==> src/rtl/pll_seq_pkg.sv <==
package pll_seq_pkg;
  typedef enum logic [2:0] {
    CMD_SLIDE = 3'd0, CMD_PROG = 3'd1, CMD_COMBO = 3'd2, CMD_UP = 3'd3, CMD_DOWN = 3'd4
  } cmd_e;

  typedef enum logic [1:0] {
    ERR_NONE = 2'd0, ERR_TIMEOUT = 2'd1, ERR_BADREF = 2'd2
  } err_e;

  typedef enum logic [4:0] {
    ST_IDLE, ST_UP_WAIT, ST_NEXT,
    ST_SL_CHK, ST_SL_W1, ST_SL_W2, ST_SL_RAMP,
    ST_PG_D2A, ST_PG_D2B, ST_PG_W1, ST_PG_OFF, ST_PG_WR, ST_PG_ON, ST_PG_ONW,
    ST_PG_LOCK, ST_PG_W2, ST_PG_D1A, ST_PG_D1B,
    ST_DN_BYP, ST_DN_DIS, ST_DN_PD, ST_FIN
  } state_e;
endpackage

==> src/rtl/pll_seq_sync.sv <==
module pll_seq_sync #(
  parameter int W = 2
) (
  input  logic         clk_i,
  input  logic         rst_ni,
  input  logic [W-1:0] d_i,
  output logic [W-1:0] q_o
);
  logic [W-1:0] s1_q, s2_q;

  always_ff @(posedge clk_i or negedge rst_ni) begin
    if (!rst_ni) begin
      s1_q <= '0;
      s2_q <= '0;
    end else begin
      s1_q <= d_i;
      s2_q <= s1_q;
    end
  end

  assign q_o = s2_q;
endmodule

==> src/rtl/pll_seq_timer.sv <==
module pll_seq_timer #(
  parameter int W = 9
) (
  input  logic         clk_i,
  input  logic         rst_ni,
  input  logic         tick_i,
  input  logic         start_i,
  input  logic [W-1:0] val_i,
  output logic         expired_o
);
  logic [W-1:0] cnt_q;

  always_ff @(posedge clk_i or negedge rst_ni) begin
    if (!rst_ni)                   cnt_q <= '0;
    else if (start_i)              cnt_q <= val_i;
    else if (tick_i && cnt_q != 0) cnt_q <= cnt_q - 1'b1;
  end

  assign expired_o = !start_i && (cnt_q == '0);

  AST_TMR_NO_WRAP: assert property (@(posedge clk_i) disable iff (!rst_ni)
    (!start_i && cnt_q == '0) |=> (cnt_q == '0));
endmodule

==> src/rtl/pll_seq_steps.sv <==
module pll_seq_steps #(
  parameter int RW = 16,
  parameter int SW = 8
) (
  input  logic [RW-1:0] ref_khz_i,
  output logic [SW-1:0] step_a_o,
  output logic [SW-1:0] step_b_o,
  output logic          valid_o
);
  always_comb begin
    valid_o  = 1'b1;
    step_a_o = '0;
    step_b_o = '0;
    case (ref_khz_i)
      RW'(12000), RW'(12800), RW'(13000): begin step_a_o = SW'(8'h2B); step_b_o = SW'(8'h0B); end
      RW'(19200):                         begin step_a_o = SW'(8'h12); step_b_o = SW'(8'h08); end
      RW'(38400):                         begin step_a_o = SW'(8'h04); step_b_o = SW'(8'h05); end
      default:                            valid_o = 1'b0;
    endcase
  end
endmodule

==> src/rtl/pll_seq.sv <==
module pll_seq
  import pll_seq_pkg::*;
#(
  parameter int MW         = 8,
  parameter int NW         = 8,
  parameter int PW         = 6,
  parameter int RW         = 16,
  parameter int SW         = 8,
  parameter int SETTLE_US  = 1,
  parameter int DIV_US     = 2,
  parameter int POWERUP_US = 5,
  parameter int RAMP_US    = 500,
  parameter int LOCK_US    = 300
) (
  input  logic          clk_i,
  input  logic          rst_ni,
  input  logic          start_i,
  input  logic [2:0]    cmd_i,
  input  logic [MW-1:0] new_m_i,
  input  logic [NW-1:0] new_n_i,
  input  logic [PW-1:0] new_pl_i,
  input  logic [NW-1:0] n_lo_cur_i,
  input  logic [NW-1:0] n_lo_new_i,
  input  logic [RW-1:0] ref_khz_i,
  input  logic          lock_i,
  input  logic          ramp_done_i,
  input  logic          tick_i,
  output logic          busy_o,
  output logic          done_o,
  output logic [1:0]    err_o,
  output logic [MW-1:0] coef_m_o,
  output logic [NW-1:0] coef_n_o,
  output logic [PW-1:0] coef_pl_o,
  output logic          slowdown_o,
  output logic          ramp_en_o,
  output logic          pll_en_o,
  output logic          vco_sel_o,
  output logic          div2_o,
  output logic          div_wr_o,
  output logic          lock_det_off_o,
  output logic          iddq_o,
  output logic [SW-1:0] step_a_o,
  output logic [SW-1:0] step_b_o
);
  localparam int TMAX0 = (RAMP_US > LOCK_US) ? RAMP_US : LOCK_US;
  localparam int TMAX  = (TMAX0 > POWERUP_US) ? TMAX0 : POWERUP_US;
  localparam int TW    = $clog2(TMAX + 1);

  state_e        state_q;
  cmd_e          op_q;
  logic [1:0]    ph_q;
  logic          sub_err_q;
  err_e          err_q;
  logic [MW-1:0] lat_m_q, coef_m_q;
  logic [NW-1:0] lat_n_q, nlo_cur_q, nlo_new_q, tgt_n_q, pg_n_q, coef_n_q;
  logic [PW-1:0] lat_pl_q, coef_pl_q;
  logic          busy_q, done_q, slow_q, ramp_q, en_q, vco_q, div2_q, dwr_q, ldo_q, iddq_q;
  logic [SW-1:0] step_a_q, step_b_q;
  logic          tmr_start_q, tmr_exp;
  logic [TW-1:0] tmr_val_q;
  logic [1:0]    stat_s;
  logic          lock_s, ramp_s, ref_ok, same_mp;
  logic [SW-1:0] lut_a, lut_b;

  pll_seq_sync #(.W(2)) u_sync (
    .clk_i(clk_i), .rst_ni(rst_ni), .d_i({lock_i, ramp_done_i}), .q_o(stat_s)
  );
  assign lock_s = stat_s[1];
  assign ramp_s = stat_s[0];

  pll_seq_timer #(.W(TW)) u_tmr (
    .clk_i(clk_i), .rst_ni(rst_ni), .tick_i(tick_i),
    .start_i(tmr_start_q), .val_i(tmr_val_q), .expired_o(tmr_exp)
  );

  pll_seq_steps #(.RW(RW), .SW(SW)) u_steps (
    .ref_khz_i(ref_khz_i), .step_a_o(lut_a), .step_b_o(lut_b), .valid_o(ref_ok)
  );

  assign same_mp = (lat_m_q == coef_m_q) && (lat_pl_q == coef_pl_q);

  always_ff @(posedge clk_i or negedge rst_ni) begin
    if (!rst_ni) begin
      state_q <= ST_IDLE;   op_q <= CMD_SLIDE;  ph_q <= '0;      sub_err_q <= 1'b0;
      err_q <= ERR_NONE;    lat_m_q <= '0;      lat_n_q <= '0;   lat_pl_q <= '0;
      nlo_cur_q <= '0;      nlo_new_q <= '0;    tgt_n_q <= '0;   pg_n_q <= '0;
      coef_m_q <= '0;       coef_n_q <= '0;     coef_pl_q <= '0;
      busy_q <= 1'b0;       done_q <= 1'b0;     slow_q <= 1'b0;  ramp_q <= 1'b0;
      en_q <= 1'b0;         vco_q <= 1'b0;      div2_q <= 1'b0;  dwr_q <= 1'b0;
      ldo_q <= 1'b1;        iddq_q <= 1'b1;     step_a_q <= '0;  step_b_q <= '0;
      tmr_start_q <= 1'b0;  tmr_val_q <= '0;
    end else begin
      done_q      <= 1'b0;
      dwr_q       <= 1'b0;
      tmr_start_q <= 1'b0;
      unique case (state_q)
        ST_IDLE: if (start_i && cmd_i <= 3'd4) begin
          busy_q <= 1'b1;  err_q <= ERR_NONE;  op_q <= cmd_e'(cmd_i);
          ph_q <= '0;      sub_err_q <= 1'b0;
          lat_m_q <= new_m_i;  lat_n_q <= new_n_i;  lat_pl_q <= new_pl_i;
          nlo_cur_q <= n_lo_cur_i;  nlo_new_q <= n_lo_new_i;
          if (cmd_e'(cmd_i) == CMD_UP) begin
            iddq_q <= 1'b0;  tmr_start_q <= 1'b1;  tmr_val_q <= TW'(POWERUP_US);
            state_q <= ST_UP_WAIT;
          end else state_q <= ST_NEXT;
        end
        ST_UP_WAIT: if (tmr_exp) begin
          if (ref_ok) begin step_a_q <= lut_a; step_b_q <= lut_b; end
          else err_q <= ERR_BADREF;
          state_q <= ST_FIN;
        end
        // dispatcher: runs after every slide / reprogram returns
        ST_NEXT: unique case (op_q)
          CMD_SLIDE: if (ph_q == 0) begin ph_q <= 2'd1; tgt_n_q <= lat_n_q; state_q <= ST_SL_CHK; end
                     else state_q <= ST_FIN;
          CMD_PROG:  if (ph_q == 0) begin ph_q <= 2'd1; pg_n_q <= lat_n_q; state_q <= ST_PG_D2A; end
                     else state_q <= ST_FIN;
          CMD_COMBO: if (sub_err_q) begin
                       op_q <= CMD_PROG;  ph_q <= 2'd1;  err_q <= ERR_NONE;  sub_err_q <= 1'b0;
                       pg_n_q <= lat_n_q; state_q <= ST_PG_D2A;
                     end else unique case (ph_q)
                       2'd0: if (en_q && same_mp) begin
                               ph_q <= 2'd3; tgt_n_q <= lat_n_q; state_q <= ST_SL_CHK;
                             end else if (en_q) begin
                               ph_q <= 2'd1; tgt_n_q <= nlo_cur_q; state_q <= ST_SL_CHK;
                             end else begin
                               ph_q <= 2'd2; pg_n_q <= nlo_new_q; state_q <= ST_PG_D2A;
                             end
                       2'd1: begin ph_q <= 2'd2; pg_n_q <= nlo_new_q; state_q <= ST_PG_D2A; end
                       2'd2: begin ph_q <= 2'd3; tgt_n_q <= lat_n_q; state_q <= ST_SL_CHK; end
                       default: state_q <= ST_FIN;
                     endcase
          CMD_DOWN:  if (ph_q == 0) begin
                       ph_q <= 2'd1;
                       if (en_q) begin tgt_n_q <= nlo_cur_q; state_q <= ST_SL_CHK; end
                     end else state_q <= ST_DN_BYP;
          default:   state_q <= ST_FIN;
        endcase
        ST_SL_CHK: if (tgt_n_q == coef_n_q) state_q <= ST_NEXT;
                   else begin
                     slow_q <= 1'b1; tmr_start_q <= 1'b1; tmr_val_q <= TW'(SETTLE_US);
                     state_q <= ST_SL_W1;
                   end
        ST_SL_W1: if (tmr_exp) begin
          coef_n_q <= tgt_n_q; tmr_start_q <= 1'b1; tmr_val_q <= TW'(SETTLE_US); state_q <= ST_SL_W2;
        end
        ST_SL_W2: if (tmr_exp) begin
          ramp_q <= 1'b1; tmr_start_q <= 1'b1; tmr_val_q <= TW'(RAMP_US); state_q <= ST_SL_RAMP;
        end
        ST_SL_RAMP: if (ramp_s || tmr_exp) begin
          slow_q <= 1'b0;  ramp_q <= 1'b0;
          if (!ramp_s) begin sub_err_q <= 1'b1; err_q <= ERR_TIMEOUT; end
          state_q <= ST_NEXT;
        end
        ST_PG_D2A: begin div2_q <= 1'b1; dwr_q <= 1'b1; state_q <= ST_PG_D2B; end
        ST_PG_D2B: begin
          dwr_q <= 1'b1; tmr_start_q <= 1'b1; tmr_val_q <= TW'(DIV_US); state_q <= ST_PG_W1;
        end
        ST_PG_W1:  if (tmr_exp) begin vco_q <= 1'b0; state_q <= ST_PG_OFF; end
        ST_PG_OFF: begin en_q <= 1'b0; state_q <= ST_PG_WR; end
        ST_PG_WR:  begin
          coef_m_q <= lat_m_q; coef_n_q <= pg_n_q; coef_pl_q <= lat_pl_q; state_q <= ST_PG_ON;
        end
        ST_PG_ON:  begin
          en_q <= 1'b1; tmr_start_q <= 1'b1; tmr_val_q <= TW'(SETTLE_US); state_q <= ST_PG_ONW;
        end
        ST_PG_ONW: if (tmr_exp) begin
          ldo_q <= 1'b0; tmr_start_q <= 1'b1; tmr_val_q <= TW'(LOCK_US); state_q <= ST_PG_LOCK;
        end
        ST_PG_LOCK: if (lock_s) begin
          vco_q <= 1'b1; tmr_start_q <= 1'b1; tmr_val_q <= TW'(DIV_US); state_q <= ST_PG_W2;
        end else if (tmr_exp) begin
          sub_err_q <= 1'b1; err_q <= ERR_TIMEOUT; state_q <= ST_NEXT;
        end
        ST_PG_W2:  if (tmr_exp) state_q <= ST_PG_D1A;
        ST_PG_D1A: begin div2_q <= 1'b0; dwr_q <= 1'b1; state_q <= ST_PG_D1B; end
        ST_PG_D1B: begin dwr_q <= 1'b1; state_q <= ST_NEXT; end
        ST_DN_BYP: begin vco_q <= 1'b0; state_q <= ST_DN_DIS; end
        ST_DN_DIS: begin en_q <= 1'b0; state_q <= ST_DN_PD; end
        ST_DN_PD:  begin iddq_q <= 1'b1; state_q <= ST_FIN; end
        ST_FIN:    begin busy_q <= 1'b0; done_q <= 1'b1; state_q <= ST_IDLE; end
        default:   state_q <= ST_IDLE;
      endcase
    end
  end

  assign busy_o = busy_q;           assign done_o = done_q;      assign err_o = err_q;
  assign coef_m_o = coef_m_q;       assign coef_n_o = coef_n_q;  assign coef_pl_o = coef_pl_q;
  assign slowdown_o = slow_q;       assign ramp_en_o = ramp_q;   assign pll_en_o = en_q;
  assign vco_sel_o = vco_q;         assign div2_o = div2_q;      assign div_wr_o = dwr_q;
  assign lock_det_off_o = ldo_q;    assign iddq_o = iddq_q;
  assign step_a_o = step_a_q;       assign step_b_o = step_b_q;

  AST_RAMP_IN_SLOW: assert property (@(posedge clk_i) disable iff (!rst_ni)
    ramp_q |-> slow_q);
  AST_SLOW_EXIT_BOTH: assert property (@(posedge clk_i) disable iff (!rst_ni)
    $fell(slow_q) |-> !ramp_q);
  AST_N_MOVE_SLOW: assert property (@(posedge clk_i) disable iff (!rst_ni)
    (!$stable(coef_n_q) && en_q) |-> slow_q);
  AST_MP_WHILE_OFF: assert property (@(posedge clk_i) disable iff (!rst_ni)
    !$stable({coef_m_q, coef_pl_q}) |-> !en_q);
  AST_VCO_NEEDS_EN: assert property (@(posedge clk_i) disable iff (!rst_ni)
    vco_q |-> en_q);
  AST_DIV_TWICE: assert property (@(posedge clk_i) disable iff (!rst_ni)
    $rose(dwr_q) |=> dwr_q);
  AST_PD_DISABLED: assert property (@(posedge clk_i) disable iff (!rst_ni)
    iddq_q |-> !en_q);
  AST_DONE_IDLE: assert property (@(posedge clk_i) disable iff (!rst_ni)
    done_q |-> !busy_q);
  AST_BUSY_ENDS_DONE: assert property (@(posedge clk_i) disable iff (!rst_ni)
    $fell(busy_q) |-> done_q);
endmodule

==> config.mk <==
export PLATFORM = sky130hd
export DESIGN_NAME = pll_seq
export DESIGN_NICKNAME = d
export VERILOG_FILES = /design/src/rtl/pll_seq_pkg.sv /design/src/rtl/pll_seq_sync.sv /design/src/rtl/pll_seq_timer.sv /design/src/rtl/pll_seq_steps.sv /design/src/rtl/pll_seq.sv
export SDC_FILE = /design/constraint.sdc
export NUM_CORES = 1
export LEC_CHECK = 0
export BUFFER_PORTS_ARGS = -buffer_cell sky130_fd_sc_hd__buf_2
export CAP_MARGIN = 10
export CORE_ASPECT_RATIO = 0.5
export CORE_MARGIN = 2
export CORE_UTILIZATION = 42
export CTS_CLUSTER_SIZE = 30
export DETAILED_ROUTE_END_ITERATION = 16
export PLACE_DENSITY = 0.68
export SLEW_MARGIN = 20
export SYNTH_ARGS = -nofsm -noshare
export SYNTH_HDL_FRONTEND = slang
export SYNTH_SLANG_ARGS = --single-unit
==> constraint.sdc <==
create_clock -name clk_i -period 4 [get_ports clk_i]
set_input_delay 0.6 -clock clk_i [delete_from_list [all_inputs] [get_ports clk_i]]
set_output_delay 0.6 -clock clk_i [all_outputs]
set_load 0.005 [all_outputs]
* Word level (Yosys, flattened, before mapping)
Index checks and enable logic that the tools add are counted.
** Storage, ports and cells
- Flip-flop bits (word level) :: 138
- Output and inout bits :: 50
- Word-level logic and storage cells :: 249
- Bits of input ports :: 63
** Operators by class
- Equal/unequal tests :: 65
- Mux-type cells :: 99
- Reduce and logical (&&, ||, !) cells :: 51
- Order comparisons :: 1
- $add $sub $neg :: 1
** Operator list (count)
- 5-bit case mux with 21 select lines :: 1
- 9-bit two-way mux :: 9
- 5-bit two-way mux :: 15
- 8-bit two-way mux :: 9
- 9-bit case mux with 8 select lines :: 1
- 8-bit case mux with 2 select lines :: 4
- 16-bit by 14-bit == test with 1-bit output, second input constant :: 3
- 5-bit by 4-bit == test with 1-bit output, second input constant :: 8
- 2-bit inequality test, second input constant :: 19
- 5-bit == test, second input constant :: 6
- 2-bit two-way mux :: 14
- 8-bit case mux with 3 select lines :: 1
- 1-bit two-way mux :: 21
- 5-bit by 3-bit == test with 1-bit output, second input constant :: 4
- 5-bit case mux with 4 select lines :: 1
- 10-bit AND reduction :: 2
- 2-bit nonzero test :: 10
- 3-bit two-way mux :: 6
- 6-bit case mux with 3 select lines :: 1
- 16-bit by 15-bit == test with 1-bit output, second input constant :: 1
- 16-bit == test, second input constant :: 1
- 8-bit == test :: 2
- 4-bit inequality test, second input constant :: 4
- 5-bit case mux with 3 select lines :: 1
- 46 further kinds :: 73

* Longest topological paths before layout
Gate-level depths: netlist of run 1.
- Depth in word-level cells :: 8
- Gate-level depth with buffers :: 10

* Cells and area by module
From an unflattened synthesis of run 1, not the netlist that was laid out.
** Unflattened totals
- Cell total of the unflattened synthesis :: 723
- Area total of the unflattened synthesis :: 7131.8 um^2
** Modules (own cells, without submodules)
- pll_seq :: area an instance 6222.2 um^2, times used 1, cells an instance 621
- pll_seq_timer :: area an instance 546.8 um^2, times used 1, cells an instance 61
- pll_seq_steps :: area an instance 262.8 um^2, times used 1, cells an instance 37
- pll_seq_sync :: area an instance 100.1 um^2, times used 1, cells an instance 4

* Worst setup path after synthesis of run 1
OpenSTA, ideal clock, no wires.
- Kind :: input to register
- Start point :: input ref_khz_i[3]
- End point :: register step_a_q[1], in the netlist step_a_o[1]
- Arrival time :: 2291 ps
- Path slack :: 1584 ps
- Cell stages on the path :: 5
- Library setup time :: 125 ps
- Data required time :: 3875 ps
- Cell sequence :: or4b_2 -> nor3_1 -> o211ai_1 -> a311o_2 -> mux2_4
** On the way
- Word-level cells in the longest chain between the ends :: 4
** RTL lines
- start, declared :: RTL line pll_seq.sv:24 : input logic [RW-1:0] ref_khz_i,
- 16-bit by 14-bit == test with 1-bit output, or another cell as far along :: RTL line pll_seq_steps.sv:14 : case (ref_khz_i)
- 5-bit OR reduction (no line)
- 1-bit two-way mux :: RTL line pll_seq_steps.sv:14
- 3-bit AND reduction (no line)
- end signal, assigned :: RTL line pll_seq.sv:108 : if (ref_ok) begin step_a_q <= lut_a; step_b_q <= lut_b; end
- end, declared :: RTL line pll_seq.sv:58 : logic [SW-1:0] step_a_q, step_b_q;
Parallel ways exist; a longest one is shown, timed or not.
A chain may end at the register's enable or synchronous reset.

* Worst setup path in the final report of run 1
- Start point :: register state_q[4]
- End point :: register err_q[0], in the netlist err_o[0]
** On the way
- Word-level cells in the longest chain between the ends :: 3
** RTL lines
- start, declared :: RTL line pll_seq.sv:49 : state_e state_q;
- start signal, assigned :: RTL line pll_seq.sv:84 : state_q <= ST_IDLE; op_q <= CMD_SLIDE; ph_q <= '0; sub_err_q <= 1'b0;
- start signal, assigned :: RTL line pll_seq.sv:104 : state_q <= ST_UP_WAIT;
- start signal, assigned :: RTL line pll_seq.sv:105 : end else state_q <= ST_NEXT;
- 5-bit by 4-bit == test with 1-bit output, or another cell as far along :: RTL line pll_seq.sv:96 : unique case (state_q)
- 5-bit nonzero test (no line), or another cell as far along
- 10-bit AND reduction (no line)
- end signal, assigned :: RTL line pll_seq.sv:98 : busy_q <= 1'b1; err_q <= ERR_NONE; op_q <= cmd_e'(cmd_i);
- end signal, assigned :: RTL line pll_seq.sv:109 : else err_q <= ERR_BADREF;
- end signal, assigned :: RTL line pll_seq.sv:119 : op_q <= CMD_PROG; ph_q <= 2'd1; err_q <= ERR_NONE; sub_err_q <= 1'b0;
- end, declared :: RTL line pll_seq.sv:53 : err_e err_q;
Parallel ways exist; a longest one is shown, timed or not.

==> impl_metrics.xml, run 1 <==
<?xml version="1.0" encoding="UTF-8"?>
<metrics>
  <group name="outcome">
    <metric name="status" unit="">complete, no violations</metric>
  </group>
  <group name="floorplan">
    <metric name="initial_core_util" unit="">0.438</metric>
    <metric name="die_area" unit="sq um">16400</metric>
    <metric name="die_w" unit="microns">179</metric>
    <metric name="dieHeight" unit="microns">91.6</metric>
    <metric name="core-area" unit="sq um">14700</metric>
    <metric name="top_level_ports" unit="">113</metric>
    <metric name="floorplan.rows" unit="">31</metric>
  </group>
  <group name="power">
    <metric name="p_comb_frac" unit="">0.362</metric>
    <metric name="total_power" unit="mW">5.87</metric>
    <metric name="vdd_drop_max" unit="mV">0.344</metric>
    <metric name="power.switching_fraction" unit="">0.392</metric>
    <metric name="total_switching_power" unit="mW">2.30</metric>
    <metric name="power_report.internal_total" unit="mW">3.56</metric>
    <metric name="sequential_fraction_of_design_power" unit="">0.389</metric>
    <metric name="power.share.clock" unit="">0.250</metric>
    <metric name="power_density_of_the_placed_cells" unit="nW/um^2">765</metric>
    <metric name="leak" unit="nW">3.60</metric>
  </group>
  <group name="worst_setup_path">
    <metric name="worstSetupStartpoint" unit="">state_q[4]</metric>
    <metric name="critical-path-max-stage-delay" unit="ns">0.84</metric>
    <metric name="timing.critical_path.cells" unit="">or3_1, nor2_1, a221o_1, a2111oi_2, o21ai_0, a22o_1</metric>
    <metric name="critical_path_cell_count" unit="">6</metric>
    <metric name="cp_class" unit="">register to register</metric>
    <metric name="timing.critical_path.from_type" unit="">register</metric>
    <metric name="worst_path_buf_inv" unit="">0</metric>
    <metric name="rr_startpoint" unit="">state_q[4]</metric>
    <metric name="worst_setup_path_endpoint" unit="">err_o[0]</metric>
    <metric name="critical_path_peak_fanout" unit="">22</metric>
    <metric name="reg2regPathDepth" unit="">6</metric>
    <metric name="endpoint_kind" unit="">register</metric>
    <metric name="arrival" unit="ns">3.01</metric>
    <metric name="timing.rr.end" unit="">err_o[0]</metric>
    <metric name="critical_path.top_delay_family" unit="">compound AO/OA/AOI/OAI gates</metric>
    <metric name="worst_ep_required_time" unit="ns">4.30</metric>
    <metric name="cp_slowest_cell" unit="">dfrtp_1</metric>
    <metric name="rrSetupSlack" unit="ns">1.29</metric>
  </group>
  <group name="final_layout">
    <metric name="finish.cell_count_without_fillers" unit="">1008</metric>
    <metric name="areaGrowthSynthToFinish" unit="%">18.8</metric>
    <metric name="drive_gt1_frac" unit="">0.236</metric>
    <metric name="fillerInstances" unit="">1386</metric>
    <metric name="finish.net_count" unit="">865</metric>
    <metric name="diodes" unit="">0</metric>
    <metric name="post-route-cell-area" unit="sq um">7660</metric>
  </group>
  <group name="drt">
    <metric name="ant_nets" unit="">0</metric>
    <metric name="met3WireLength" unit="microns">743</metric>
    <metric name="routed_wire_length_per_instance" unit="microns">15.3</metric>
    <metric name="detail_route.wirelength.met1" unit="mm">7.35</metric>
    <metric name="route.top_layer_used" unit="">met4</metric>
    <metric name="drt_iter0_markers" unit="">291</metric>
    <metric name="via_per_inst" unit="">5.24</metric>
    <metric name="drcViolationCount" unit="">0</metric>
    <metric name="wl" unit="mm">15.4</metric>
    <metric name="wl_met2" unit="mm">7.14</metric>
    <metric name="dr_total_vias" unit="">5281</metric>
    <metric name="drt_pre_antenna_iters" unit="">5</metric>
  </group>
  <group name="min_path">
    <metric name="hold-path-cell-count" unit="">1</metric>
    <metric name="holdCritPathClass" unit="">primary input to register</metric>
  </group>
  <group name="placed_design">
    <metric name="hpwlAfterDp" unit="mm">10.9</metric>
    <metric name="placed_standard_cell_area" unit="sq um">7100</metric>
    <metric name="placed_cells" unit="">976</metric>
    <metric name="placement.io_buffers" unit="">106</metric>
    <metric name="gp_congestion" unit="">0.894</metric>
  </group>
  <group name="sta">
    <metric name="hold_viol" unit="">0</metric>
    <metric name="finalSetupTns" unit="ns">0</metric>
    <metric name="hold-worst-slack" unit="ns">0.292</metric>
    <metric name="setup_viol" unit="">0</metric>
    <metric name="post-route-min-period" unit="ns">2.71</metric>
    <metric name="fin_worst_skew" unit="ns">0.00866</metric>
    <metric name="slew-limit-headroom" unit="">0.340</metric>
    <metric name="worstMarginPinSlew" unit="ns">0.990</metric>
    <metric name="post_route_fraction_of_the_period_consumed_by_the_critical_path" unit="">0.679</metric>
    <metric name="fmaxAchievable" unit="GHz">0.368</metric>
    <metric name="rsz0062_at_grt" unit="">no</metric>
    <metric name="timing.final.max_slew_violations" unit="">0</metric>
  </group>
  <group name="synth">
    <metric name="ys_seq_elements" unit="">124</metric>
    <metric name="syn_area" unit="sq um">6450</metric>
    <metric name="ys_types" unit="">74</metric>
    <metric name="synthesis.yosys.warnings" unit="">0</metric>
    <metric name="ys_dominant_reg_cell" unit="">dfrtp_1</metric>
    <metric name="yosysSeqAreaShare" unit="">0.481</metric>
    <metric name="synth-edff-count" unit="">0</metric>
    <metric name="avgSynthCellArea" unit="sq um">9.21</metric>
    <metric name="synthCells" unit="">700</metric>
    <metric name="ys_async_sr_fraction" unit="">1.00</metric>
  </group>
  <group name="job">
    <metric name="max-cap-violations" unit="">0</metric>
  </group>
  <group name="grt">
    <metric name="first_pass_grt_wire_length" unit="mm">26.2</metric>
    <metric name="antenna_found_initial" unit="">0</metric>
    <metric name="grt_pass1_vias" unit="">5182</metric>
    <metric name="grt_start_max_net_pins" unit="">81</metric>
    <metric name="grt_util_all_layers" unit="">0.202</metric>
    <metric name="remaining_global_route_overflow" unit="">0</metric>
  </group>
  <group name="clock_tree">
    <metric name="cts_post_setup_buffers_inserted" unit="">0</metric>
    <metric name="cts_buffers" unit="">17</metric>
    <metric name="ctsHoldBuffers" unit="">0</metric>
    <metric name="clk_pin_slew_worst_paths" unit="ns">0.06</metric>
    <metric name="clock_tree.buffer_depth" unit="">2</metric>
    <metric name="htree_levels" unit="">4</metric>
    <metric name="clock_latency_of_the_later_clocked_register_in_the_worst_skew_pair" unit="ns">0.42</metric>
    <metric name="cts_resized" unit="">0</metric>
    <metric name="tritoncts_clock_tree" unit="">done</metric>
    <metric name="buffer_cell_driving_the_clock_tree_root" unit="">clkbuf_16</metric>
    <metric name="clock_sink_count" unit="">124</metric>
  </group>
</metrics>
cells in the final DEF, fill, tap and decap left out, drive strengths merged, types with 2 or more instances in the layout:
cell	count
nand2	150
or4	3
o32ai	3
o21ai	45
xor2	24
a31oi	5
inv	31
nor3	19
nand4	3
dfstp	2
ha	5
nor4	9
nand3	12
nor2b	7
dfrtp	122
a22oi	3
a21o	2
or3	6
o31a	2
a22o	4
mux2i	18
o31ai	3
o22ai	4
buf	116
clkbuf	18
a211oi	11
o21a	3
xnor2	4
and3	2
conb	6
nor2	62
nand2b	6
clkinv	5
mux2	21
nor3b	4
a21oi	36
or4b	3
a2111oi	4
clkinvlp	3
o211ai	4
worst min path at each step:
stage                              start              to  slack [ns]
after floorplan                   rst_ni          busy_o        0.30
after global placement    u_sync.s1_q[1]   u_sync.q_o[1]        0.33
after detailed placement  u_sync.s1_q[0]   u_sync.q_o[0]        0.34
after CTS                         lock_i  u_sync.s1_q[1]        0.28
after global routing              lock_i  u_sync.s1_q[1]        0.28
final                             lock_i  u_sync.s1_q[1]        0.29
cell families (layout without fill, tap and decap cells):
| family | Yosys count | count (layout) | synth area share |
|---|---|---|---|
| DFF | 124 | 124 | 0.481 |
| xor gates and xnor gates | 28 | 28 | 0.0380 |
| AOI/OAI and AO/OA | 140 | 140 | 0.139 |
| muxes | 39 | 39 | 0.0675 |
| and+or+nand+nor | 294 | 294 | 0.212 |
| other | 1 | 6 | 0.000581 |
| buffers and inverters | 69 | 174 | 0.0522 |
| adders and majority gates | 5 | 5 | 0.00970 |
power by group through the flow:
stage	clock, mW	combinational (mW)	sequential [mW]
after floorplan	0	1.65	2.10
after global placement	0	2.06	2.27
after detailed placement	0	2.11	2.30
after CTS	1.49	2.13	2.28
after global routing	1.56	2.40	2.36
final	1.47	2.12	2.28
sequential cells by signal, indices dropped and copies added, names as in the netlist, 8 cells and up:
name         cells
nlo_cur_q        8
coef_n_o         8
lat_n_q          8
lat_m_q          8
coef_m_o         8
nlo_new_q        8
pg_n_q           8
u_tmr.cnt_q      9
tgt_n_q          8
Yosys cell counts (3+ instances only):
master    count  area share
o32ai_1       3      0.0041
a22oi_1       3      0.0035
dfrtp_1     122        0.47
o211ai_1      4      0.0047
nor3b_1       3      0.0035
mux2_2       16       0.028
ha_1          5      0.0097
buf_4        11       0.013
o31ai_1       3      0.0035
or3_1         4      0.0039
o21a_1        3      0.0035
mux2_4        5       0.012
a22o_1        4      0.0054
a21oi_1      36       0.028
clkbuf_8      3      0.0064
a211oi_1     10       0.012
nor4_1        7      0.0068
nor2_1       62       0.036
nand2b_1      6      0.0058
xnor2_1       4      0.0054
nand3_1      12      0.0093
xor2_1       24       0.033
o21ai_0      43       0.033
a31oi_1       5      0.0048
nand2_1     148       0.086
clkbuf_1     23       0.013
inv_1        25       0.015
o22ai_1       4      0.0039
nor2b_1       7      0.0068
mux2i_1      18       0.028
buf_2         5      0.0039
nor3_1       19       0.015
worst register-to-register path, stage by stage, from the launching register on:
cell and delay [ns]:
dfrtp_1 0.84, or3_1 0.35, nor2_1 0.17, a221o_1 0.40
a2111oi_2 0.49, o21ai_0 0.16, a22o_1 0.20
metal layers:
layer / global-route usage / up-vias
met4: 0.0565 / 0
met3: 0.0398 / 17
met5: 0 / -
met1: 0.286 / 2531
li1: - / 2596
met2: 0.316 / 137
stage by stage:
step / worst slack (ns) / utilization
after floorplan: 1.58 / -
after global placement: 1.41 / 0.481
after detailed placement: 1.33 / 0.481
after CTS: 1.31 / 0.520
after global routing: 1.07 / 0.520
final: 1.29 / 0.520
cell type report:
class | instances | area (sq um) | share of cell area
timing repair buffer | 116 | 608 | 0.0793
sequential | 124 | 3110 | 0.405
inverter | 26 | 97.6 | 0.0127
clock buffer | 18 | 429 | 0.0560
clock inverter | 14 | 135 | 0.0176
tap | 198 | 248 | 0.0323
multi-input combinational | 512 | 3040 | 0.397
Power figures use the tool's default switching activity.
==> inputs of run 2 (changes only) <==
clock period = 2.6 ns   (was 4 ns; I/O delays follow)
==> run 2 against run 1 <==
Clock skew increased by 0.0021 ns. Critical endpoint is now tmr_val_q[5]. Die area is the same. Largest cell class unchanged. Maximum frequency is 9.4% higher. Non-clock buffer count rose by 17.
==> impl_metrics.xml, run 2 (synthesis results as in run 1) <==
<?xml version="1.0" encoding="UTF-8"?>
<metrics>
  <group name="outcome">
    <metric name="status" unit="">complete, no violations</metric>
  </group>
  <group name="final_layout">
    <metric name="layout.cells.most_common_list" unit="">nand2_1 (148), dfrtp_1 (122), buf_2 (105)</metric>
    <metric name="diodes" unit="">0</metric>
    <metric name="largest_register_ff_count" unit="">9</metric>
    <metric name="finish.net_count" unit="">882</metric>
    <metric name="regArea" unit="sq um">3110</metric>
    <metric name="areaGrowthSynthToFinish" unit="%">22.3</metric>
    <metric name="drive_gt1_frac" unit="">0.251</metric>
    <metric name="fillerInstances" unit="">1358</metric>
    <metric name="area_of_combinational_cells_with_multiple_inputs" unit="sq um">3040</metric>
    <metric name="finish.cell_count_without_fillers" unit="">1024</metric>
    <metric name="top_register" unit="">u_tmr.cnt_q</metric>
    <metric name="layout.cells.most_common" unit="">nand2_1</metric>
  </group>
  <group name="worst_setup_path">
    <metric name="endpoint_kind" unit="">register</metric>
    <metric name="worst_ep_required_time" unit="ns">2.90</metric>
    <metric name="rrSetupSlack" unit="ns">0.12</metric>
    <metric name="timing.rr.end" unit="">tmr_val_q[5]</metric>
    <metric name="critical_path_peak_fanout" unit="">7</metric>
    <metric name="cp_class" unit="">register to register</metric>
    <metric name="rr_startpoint" unit="">u_tmr.cnt_q[0]</metric>
    <metric name="reg2regPathDepth" unit="">8</metric>
    <metric name="timing.critical_path.from_type" unit="">register</metric>
    <metric name="arrival" unit="ns">2.78</metric>
  </group>
  <group name="drt">
    <metric name="wl" unit="mm">16.0</metric>
    <metric name="drcViolationCount" unit="">0</metric>
    <metric name="via_per_inst" unit="">5.31</metric>
    <metric name="routed_wire_length_per_instance" unit="microns">15.6</metric>
    <metric name="drt_pre_antenna_iters" unit="">6</metric>
    <metric name="dr_total_vias" unit="">5440</metric>
    <metric name="drt_iter0_markers" unit="">477</metric>
    <metric name="ant_nets" unit="">0</metric>
  </group>
  <group name="clock_tree">
    <metric name="clock_latency_of_the_later_clocked_register_in_the_worst_skew_pair" unit="ns">0.42</metric>
    <metric name="clock_tree.buffer_depth" unit="">2</metric>
    <metric name="buffer_cell_driving_the_clock_tree_root" unit="">clkbuf_16</metric>
    <metric name="cts_buffers" unit="">17</metric>
    <metric name="htree_levels" unit="">4</metric>
    <metric name="tritoncts_clock_tree" unit="">done</metric>
    <metric name="clock_sink_count" unit="">124</metric>
    <metric name="cts_post_setup_buffers_inserted" unit="">0</metric>
    <metric name="clk_pin_slew_worst_paths" unit="ns">0.06</metric>
  </group>
  <group name="power">
    <metric name="power_density_of_the_placed_cells" unit="nW/um^2">1220</metric>
    <metric name="vdd_drop_max" unit="mV">0.533</metric>
    <metric name="power.switching_fraction" unit="">0.377</metric>
    <metric name="power.share.clock" unit="">0.271</metric>
    <metric name="power_report.internal_total" unit="mW">5.97</metric>
    <metric name="total_switching_power" unit="mW">3.62</metric>
    <metric name="p_comb_frac" unit="">0.380</metric>
    <metric name="sequential_fraction_of_design_power" unit="">0.349</metric>
    <metric name="leak" unit="nW">3.73</metric>
  </group>
  <group name="floorplan">
    <metric name="die_w" unit="microns">179</metric>
    <metric name="initial_core_util" unit="">0.438</metric>
    <metric name="floorplan.rows" unit="">31</metric>
    <metric name="top_level_ports" unit="">113</metric>
    <metric name="die_area" unit="sq um">16400</metric>
    <metric name="core-area" unit="sq um">14700</metric>
    <metric name="dieHeight" unit="microns">91.6</metric>
  </group>
  <group name="grt">
    <metric name="remaining_global_route_overflow" unit="">0</metric>
    <metric name="grt_pass1_vias" unit="">5282</metric>
    <metric name="first_pass_grt_wire_length" unit="mm">26.6</metric>
    <metric name="antenna_found_initial" unit="">0</metric>
    <metric name="grt_util_all_layers" unit="">0.207</metric>
    <metric name="grt_start_max_net_pins" unit="">125</metric>
  </group>
  <group name="sta">
    <metric name="slew-limit-headroom" unit="">0.435</metric>
    <metric name="fin_worst_skew" unit="ns">0.0108</metric>
    <metric name="hold-worst-slack" unit="ns">0.0215</metric>
    <metric name="hold_viol" unit="">0</metric>
    <metric name="setup_viol" unit="">0</metric>
    <metric name="timing.final.max_slew_violations" unit="">0</metric>
    <metric name="setup_ws" unit="ns">0.119</metric>
    <metric name="post-route-min-period" unit="ns">2.48</metric>
    <metric name="worstMarginPinSlew" unit="ns">0.847</metric>
    <metric name="rsz0062_at_grt" unit="">no</metric>
    <metric name="fmaxAchievable" unit="GHz">0.403</metric>
    <metric name="finalSetupTns" unit="ns">0</metric>
    <metric name="post_route_fraction_of_the_period_consumed_by_the_critical_path" unit="">0.954</metric>
  </group>
  <group name="placed_design">
    <metric name="placed_cells" unit="">993</metric>
    <metric name="dp_slack" unit="ns">0.109</metric>
    <metric name="placement.io_buffers" unit="">106</metric>
    <metric name="gp_congestion" unit="">0.933</metric>
    <metric name="hpwlAfterDp" unit="mm">11.0</metric>
  </group>
  <group name="min_path">
    <metric name="holdCritPathClass" unit="">primary input to asynchronous set/reset pin</metric>
  </group>
  <group name="job">
    <metric name="max-cap-violations" unit="">0</metric>
  </group>
</metrics>
==> run 2: layout make-up <==
cell class	instances	area share
Clock buffer	18	0.0557
Multi-Input combinational cell	512	0.386
Timing Repair Buffer	133	0.0949
Inverter	26	0.0124
Clock inverter	13	0.0257
Sequential cell	124	0.394
Tap cell	198	0.0314
==> run 2: worst max path at each step <==
stage                              start      endpoint  slack, ns  cells past startpoint
final                     u_tmr.cnt_q[0]  tmr_val_q[5]       0.12                      8
after global routing      u_tmr.cnt_q[0]  tmr_val_q[2]      0.007                      8
after CTS                 u_tmr.cnt_q[0]  tmr_val_q[5]       0.09                      8
after detailed placement  u_tmr.cnt_q[0]  tmr_val_q[5]       0.11                      8
after global placement    u_tmr.cnt_q[0]  tmr_val_q[1]       0.20                      8
after floorplan           u_tmr.cnt_q[0]  tmr_val_q[1]       0.25                      8
==> run 2: what timing repair did <==
| action | in CTS | in global routing |
|---|---|---|
| hold buffers | 0 | 0 |
| resized for setup | 0 | 1 |
| endpoints found under the setup margin | 0 | 2 |
==> run 2: layer usage <==
metal  global-route usage  up-vias  wire length (microns)
li1                     -     2636                      -
met1                0.293     2588                   7440
met2                0.313      186                   7330
met3               0.0448       30                    898
met4               0.0733        0                    280
met5                    0        -                      0
==> run 2: stage by stage <==
| stage | power (mW) | area (sq um) | util |
|---|---|---|---|
| after global placement | 6.85 | 7240 | 0.491 |
| after detailed placement | 6.94 | 7240 | 0.491 |
| after floorplan | 5.78 | 6470 | - |
| after global routing | 10.3 | 7890 | 0.535 |
| final | 9.58 | 7890 | 0.535 |
| after CTS | 9.60 | 7880 | 0.535 |
==> run 2: power by group through the flow <==
stage / Clock [mW] / Sequential (mW) / Combinational (mW)
after floorplan: 0 / 3.24 / 2.54
after global placement: 0 / 3.33 / 3.52
after detailed placement: 0 / 3.36 / 3.58
after CTS: 2.64 / 3.34 / 3.62
after global routing: 2.73 / 3.45 / 4.08
final: 2.60 / 3.34 / 3.64
==> run 2: critical path: stages, from the launching register on <==
cell,delay [ns]
dfrtp_1,0.37
inv_1,0.09
ha_1,0.18
nor3b_4,0.26
nand2_2,0.11
or3_4,0.36
or4_4,0.50
nand4_4,0.17
mux2_4,0.32
